### config.mk
export PLATFORM = sky130hd
export DESIGN_NAME = status_matrix_drv
export DESIGN_NICKNAME = d
export VERILOG_FILES = /design/src/rtl/smd_pkg.sv /design/src/rtl/smd_prescaler.sv /design/src/rtl/smd_row_seq.sv /design/src/rtl/smd_col_latch.sv /design/src/rtl/status_matrix_drv.sv
export SDC_FILE = /design/constraint.sdc
export NUM_CORES = 1
export LEC_CHECK = 0
export BUFFER_PORTS_ARGS = -buffer_cell sky130_fd_sc_hd__buf_2
export CORE_MARGIN = 10
export CORE_UTILIZATION = 30
export CTS_BUF_LIST = sky130_fd_sc_hd__clkbuf_8 sky130_fd_sc_hd__clkbuf_16
export DETAILED_ROUTE_END_ITERATION = 12
export SYNTH_ARGS = -nofsm -noshare
export SYNTH_HDL_FRONTEND = slang
export SYNTH_SLANG_ARGS = --single-unit
### constraint.sdc
create_clock -name clk -period 4.65 [get_ports clk]
set_clock_uncertainty 0.15 [all_clocks]
set_input_delay 0.465 -clock clk [delete_from_list [all_inputs] [get_ports clk]]
set_output_delay 0.465 -clock clk [all_outputs]
set_load 0.02 [all_outputs]
### src/rtl/smd_pkg.sv
package smd_pkg;

  // Clocks per row slot for a given clock, refresh rate and row count.
  function automatic int slot_cycles(input longint clk_hz, input longint refresh_hz,
                                     input int rows);
    longint q;
    q = clk_hz / (refresh_hz * rows);
    if (q < 2) q = 2;
    return int'(q);
  endfunction

  // Successor row index, wrapping after the last row.
  function automatic int next_row(input int idx, input int rows);
    return (idx >= rows - 1) ? 0 : idx + 1;
  endfunction

endpackage

### src/rtl/smd_prescaler.sv
module smd_prescaler #(
  parameter int SLOT_CYC = 10,
  parameter int CNT_W    = 4
) (
  input  logic             clk,
  input  logic             rst_n,
  input  logic             en,
  output logic             running_o,
  output logic             start_o,
  output logic             lit_o
);
  logic [CNT_W-1:0] cnt_q;
  logic             run_q;
  logic             wrap_w;

  assign wrap_w    = run_q && (cnt_q == CNT_W'(SLOT_CYC - 1));
  // Next clock edge begins a new slot (first slot after enable or a wrap).
  assign start_o   = en && (!run_q || wrap_w);
  assign running_o = run_q;
  assign lit_o     = run_q && (cnt_q != '0);

  always_ff @(posedge clk or negedge rst_n) begin
    if (!rst_n) begin
      run_q <= 1'b0;
      cnt_q <= '0;
    end else if (!en) begin
      run_q <= 1'b0;
      cnt_q <= '0;
    end else begin
      run_q <= 1'b1;
      if (start_o) cnt_q <= '0;
      else         cnt_q <= cnt_q + 1'b1;
    end
  end

  // the counter never passes the last clock of the slot
  a_r4_cnt_bound: assert property (@(posedge clk) disable iff (!rst_n)
    cnt_q <= CNT_W'(SLOT_CYC - 1));

  // a new slot always opens dark
  a_r5_slot_opens_dark: assert property (@(posedge clk) disable iff (!rst_n)
    start_o |=> !lit_o);
endmodule

### src/rtl/smd_row_seq.sv
module smd_row_seq #(
  parameter int ROWS  = 4,
  parameter int ROW_W = 2
) (
  input  logic             clk,
  input  logic             rst_n,
  input  logic             en,
  input  logic             running,
  input  logic             start,
  output logic [ROW_W-1:0] idx_o,
  output logic [ROW_W-1:0] idx_next_o
);
  logic [ROW_W-1:0] idx_q;

  assign idx_next_o = running ? ROW_W'(smd_pkg::next_row(int'(idx_q), ROWS)) : '0;
  assign idx_o      = idx_q;

  always_ff @(posedge clk or negedge rst_n) begin
    if (!rst_n)      idx_q <= '0;
    else if (!en)    idx_q <= '0;
    else if (start)  idx_q <= idx_next_o;
  end

  // while scanning, the row index only steps forward by one (with wrap)
  a_r4_row_order: assert property (@(posedge clk) disable iff (!rst_n)
    (running && start && en) |=> (int'(idx_q) == smd_pkg::next_row(int'($past(idx_q)), ROWS)));

  // the first slot after enable is row 0
  a_r9_restart_row0: assert property (@(posedge clk) disable iff (!rst_n)
    (!running && en) |=> (idx_q == '0));
endmodule

### src/rtl/smd_col_latch.sv
module smd_col_latch #(
  parameter int ROWS  = 4,
  parameter int COLS  = 2,
  parameter int ROW_W = 2
) (
  input  logic                 clk,
  input  logic                 rst_n,
  input  logic                 en,
  input  logic                 start,
  input  logic [ROW_W-1:0]     idx_next,
  input  logic [ROWS*COLS-1:0] status,
  output logic [COLS-1:0]      pair_o
);
  logic [COLS-1:0] pair_q;
  logic [COLS-1:0] pick_w;

  assign pick_w = status[int'(idx_next)*COLS +: COLS];
  assign pair_o = pair_q;

  always_ff @(posedge clk or negedge rst_n) begin
    if (!rst_n)     pair_q <= '0;
    else if (!en)   pair_q <= '0;
    else if (start) pair_q <= pick_w;
  end

  // the captured pair holds for the whole slot
  a_r8_pair_hold: assert property (@(posedge clk) disable iff (!rst_n)
    (en && !start) |=> $stable(pair_q));
endmodule

### src/rtl/status_matrix_drv.sv
module status_matrix_drv #(
  parameter longint CLK_HZ     = 100_000_000,
  parameter longint REFRESH_HZ = 780,
  parameter int     ROWS       = 4,
  parameter int     COLS       = 2
) (
  input  logic                 clk,
  input  logic                 rst_n,
  input  logic                 en,
  input  logic [ROWS*COLS-1:0] status,
  output logic [ROWS-1:0]      row_n,
  output logic [COLS-1:0]      col
);
  localparam int SLOT_CYC = smd_pkg::slot_cycles(CLK_HZ, REFRESH_HZ, ROWS);
  localparam int CNT_W    = (SLOT_CYC > 2) ? $clog2(SLOT_CYC) : 1;
  localparam int ROW_W    = (ROWS > 2) ? $clog2(ROWS) : 1;

  logic             running_w;
  logic             start_w;
  logic             lit_w;
  logic [ROW_W-1:0] idx_w;
  logic [ROW_W-1:0] idx_next_w;
  logic [COLS-1:0]  pair_w;

  smd_prescaler #(.SLOT_CYC(SLOT_CYC), .CNT_W(CNT_W)) u_presc (
    .clk(clk), .rst_n(rst_n), .en(en),
    .running_o(running_w), .start_o(start_w), .lit_o(lit_w)
  );

  smd_row_seq #(.ROWS(ROWS), .ROW_W(ROW_W)) u_rows (
    .clk(clk), .rst_n(rst_n), .en(en), .running(running_w), .start(start_w),
    .idx_o(idx_w), .idx_next_o(idx_next_w)
  );

  smd_col_latch #(.ROWS(ROWS), .COLS(COLS), .ROW_W(ROW_W)) u_cols (
    .clk(clk), .rst_n(rst_n), .en(en), .start(start_w),
    .idx_next(idx_next_w), .status(status), .pair_o(pair_w)
  );

  for (genvar r = 0; r < ROWS; r++) begin : g_row
    assign row_n[r] = ~(lit_w && (int'(idx_w) == r));
  end

  assign col = lit_w ? pair_w : '0;

  // never more than one row pulled low
  a_r3_one_row: assert property (@(posedge clk) disable iff (!rst_n)
    $onehot0(~row_n));

  // switching between two rows always passes through a dark cycle
  a_r5_break_before_make: assert property (@(posedge clk) disable iff (!rst_n)
    ((~row_n != '0) && ($past(~row_n) != '0)) |-> (row_n == $past(row_n)));

  // a low enable darkens the matrix on the next clock
  a_r2_disable_dark: assert property (@(posedge clk) disable iff (!rst_n)
    !en |=> ((row_n == '1) && (col == '0)));

  // columns are dark whenever no row is active
  a_r7_cols_need_row: assert property (@(posedge clk) disable iff (!rst_n)
    (row_n == '1) |-> (col == '0));
endmodule

==> impl_metrics.json <==
{
  "grt-ovfl-total": 0,
  "initial_core_util_pct": 31.4,
  "crit_fanout": 6,
  "ant_nets": 0,
  "critPathBufInv": 2,
  "syn_avg_cell_area_sq_um": 9.34,
  "fin_crit_sh_pct": 60.8,
  "fmaxAchievable_mhz": 353,
  "crit_path_cell_trace": "inv_1 -> ha_1 -> or4b_2 -> nor3_1 -> a31oi_1 -> and2_1 -> buf_2",
  "cts.repair.resized": 0,
  "antenna_found_initial": 0,
  "ys_ff_latch": 20,
  "ios": 17,
  "dr_total_vias": 929,
  "yosysTopAreaCellShare_pct": 43.2,
  "placementRows": 22,
  "synthTopCellsByArea": "dfrtp_1, xnor2_1, ha_1",
  "yosysWarnings": 0,
  "gr-usage-all-layers_pct": 7.84,
  "clk_pin_slew_worst_paths_ns": 0.07,
  "stdcell_area_sq_um": 1330,
  "synth_common_cells": "dfrtp_1, nor2_1, nand2_1",
  "timing.slew.headroom_pct": 64.2,
  "clk_latency_ns": 0.26,
  "synth.most_common_cell": "dfrtp_1",
  "vdd_drop_max_mv": 0.0927,
  "start_kind": "flip-flop",
  "postCtsHoldBufs": 0,
  "setup_viol": 0,
  "layout-drive-gt1-share_pct": 19.0,
  "wl_per_cell_um": 13.0,
  "critical_path_class": "reg -> out",
  "cts_root_buf": "clkbuf_8",
  "route.detailed.drc": 0,
  "hp-class": "in -> async",
  "p_leak_nw": 0.527,
  "hold_ws_ns": -0.00204,
  "post-synth-top-area-cell": "dfrtp_1",
  "syn_inst": 124,
  "dieArea_sq_um": 6750,
  "via_per_inst": 4.89,
  "chipWidth_um": 82.1,
  "clock_path_buffers": 2,
  "coreArea_sq_um": 3690,
  "synth_edf_count": 0,
  "htree_levels": 1,
  "netlist_area_sq_um": 1160,
  "slowest_stage": "or4b_2",
  "wirelength_mm": 2.46,
  "power-per-cell-area_nw_per_um2": 237,
  "fp.dieH_um": 82.1,
  "fin_crit_ns": 2.83,
  "synth_cell_types": 26,
  "postCtsSetupRepairBufs": 0,
  "worst_pin_slew_ns": 0.532,
  "cts_tree": "done",
  "reg2reg_from": "u_presc.cnt_q[7]",
  "crit_arrival_ns": 2.21,
  "critical_path.top_delay_family": "simple AND/OR/NAND/NOR gates",
  "place_area_sq_um": 1290,
  "portBuffers": 16,
  "slew_violations": 0,
  "rsz0062_at_grt": "no",
  "cts.sinks": 20,
  "fin_setup_tns_ns": 0,
  "cts_buffers": 3,
  "ys_seq_area_share_pct": 43.2,
  "nets": 162,
  "grt_max_degree": 21,
  "grt_pass1_wl_mm": 4.22,
  "antenna_cells": 0,
  "drtIter0Drc": 31,
  "critPathLaunch": "u_presc.cnt_q[0]",
  "maxCapViolCount": 0,
  "violations": "negative hold slack",
  "first_global_vias": 930,
  "crit_path_max_incr_delay_ns": 0.57,
  "syn-num-nets": 142,
  "first_pass_iters": 4,
  "cp.required_ns": 4.03,
  "routabilityCongestion": 0.781,
  "async_reset_ff_share_pct": 100,
  "synthFlopType": "dfrtp_1",
  "critPathCaptureType": "output port",
  "hold_viol": 6,
  "status": "finished with violations",
  "syn_to_final_growth_pct": 14.7,
  "dp_hpwl_mm": 1.90
}
==> per-layer routing <==
layer  up-vias  GRT usage (%)  part of all wire, %
met5         -              0                    0
met4         0           3.23                  1.4
met3         4           2.48                  8.2
met2        20           12.1                   43
met1       446           9.96                   47
li1        459              -                    -
==> logic make-up (layout without fill, tap and decap cells) <==
kind of cell               count (synthesis)  in the layout  share of synthesized area, %
buffers and inverters                     10             28                          3.89
muxes                                      2              2                          1.94
DFF                                       20             20                          43.2
AOI/OAI and AO/OA                         11             11                          6.16
adders and majority gates                  7              7                          7.56
xor gates and xnor gates                  13             13                          9.83
and+or+nand+nor                           61             61                          27.4
==> worst register-to-register path: cells and delay by family, from the launching register on <==
kind | cells | cell delay [ns]
flip-flops | 1 | 0.43
AND/OR/NAND/NOR | 4 | 1.35
==> area by class of cell <==
class,count,area (sq um)
clock buffer,3,41.3
sequential,20,500
timing repair buffer,16,80.1
multi-input combinational,94,613
inverter,9,33.8
tap,48,60.1
fill,390,2360
==> final timing paths <==
check | to | slack (ns) | depth (start not counted)
max | col[0] | 1.82 | 7
min reg2reg | u_presc.cnt_q[0] | 0.37 | 1
min | u_presc.cnt_q[7] | -0.002 | 1
max in group asynchronous | u_presc.cnt_q[3] | 4.04 | 1
max reg2reg | u_presc.cnt_q[11] | 2.59 | 4
min in group clk | u_presc.running_o | 0.24 | 1
==> flip-flops by register name (all words and copies together), names as in the netlist <==
signal             cells
u_presc.running_o      1
u_presc.cnt_q         15
u_rows.idx_o           2
u_cols.pair_o          2
==> report_power, final <==
| group | switching [mW] | internal, mW |
|---|---|---|
| Clock | 0.0549 | 0.0577 |
| Combinational | 0.0134 | 0.00997 |
| Sequential | 0.00270 | 0.176 |
| Total | 0.0711 | 0.244 |
==> placed cells by master (no fill, tap or decap), drive strengths merged <==
cell / count
or3b: 2
clkbuf: 3
o311a: 2
o22ai: 4
nand4: 2
nand2: 13
xor2: 1
xnor2: 12
mux2: 2
nor3: 6
nor2: 18
nand4bb: 1
inv: 9
a31oi: 1
dfrtp: 20
ha: 7
or4b: 1
buf: 16
a21oi: 4
and2: 2
or3: 1
nand2b: 2
nand3: 7
or4: 1
nor4: 5
==> through the flow <==
| step | hold slack, ns | util [%] | power (mW) | std cells | setup WS, ns |
|---|---|---|---|---|---|
| 2_1_floorplan | 0.0194 | - | 0.195 | 124 | 2.31 |
| 3_3_place_gp | 0.278 | 34.9 | 0.205 | 187 | 2.15 |
| 3_5_place_dp | 0.289 | 34.9 | 0.206 | 187 | 2.11 |
| 4_1_cts | 0.00748 | 36.0 | 0.320 | 190 | 1.82 |
| 5_1_grt | 0.0272 | 36.0 | 0.332 | 190 | 1.61 |
| 6_report | -0.00204 | 36.0 | 0.315 | 190 | 1.82 |
Power figures use the tool's default switching activity.
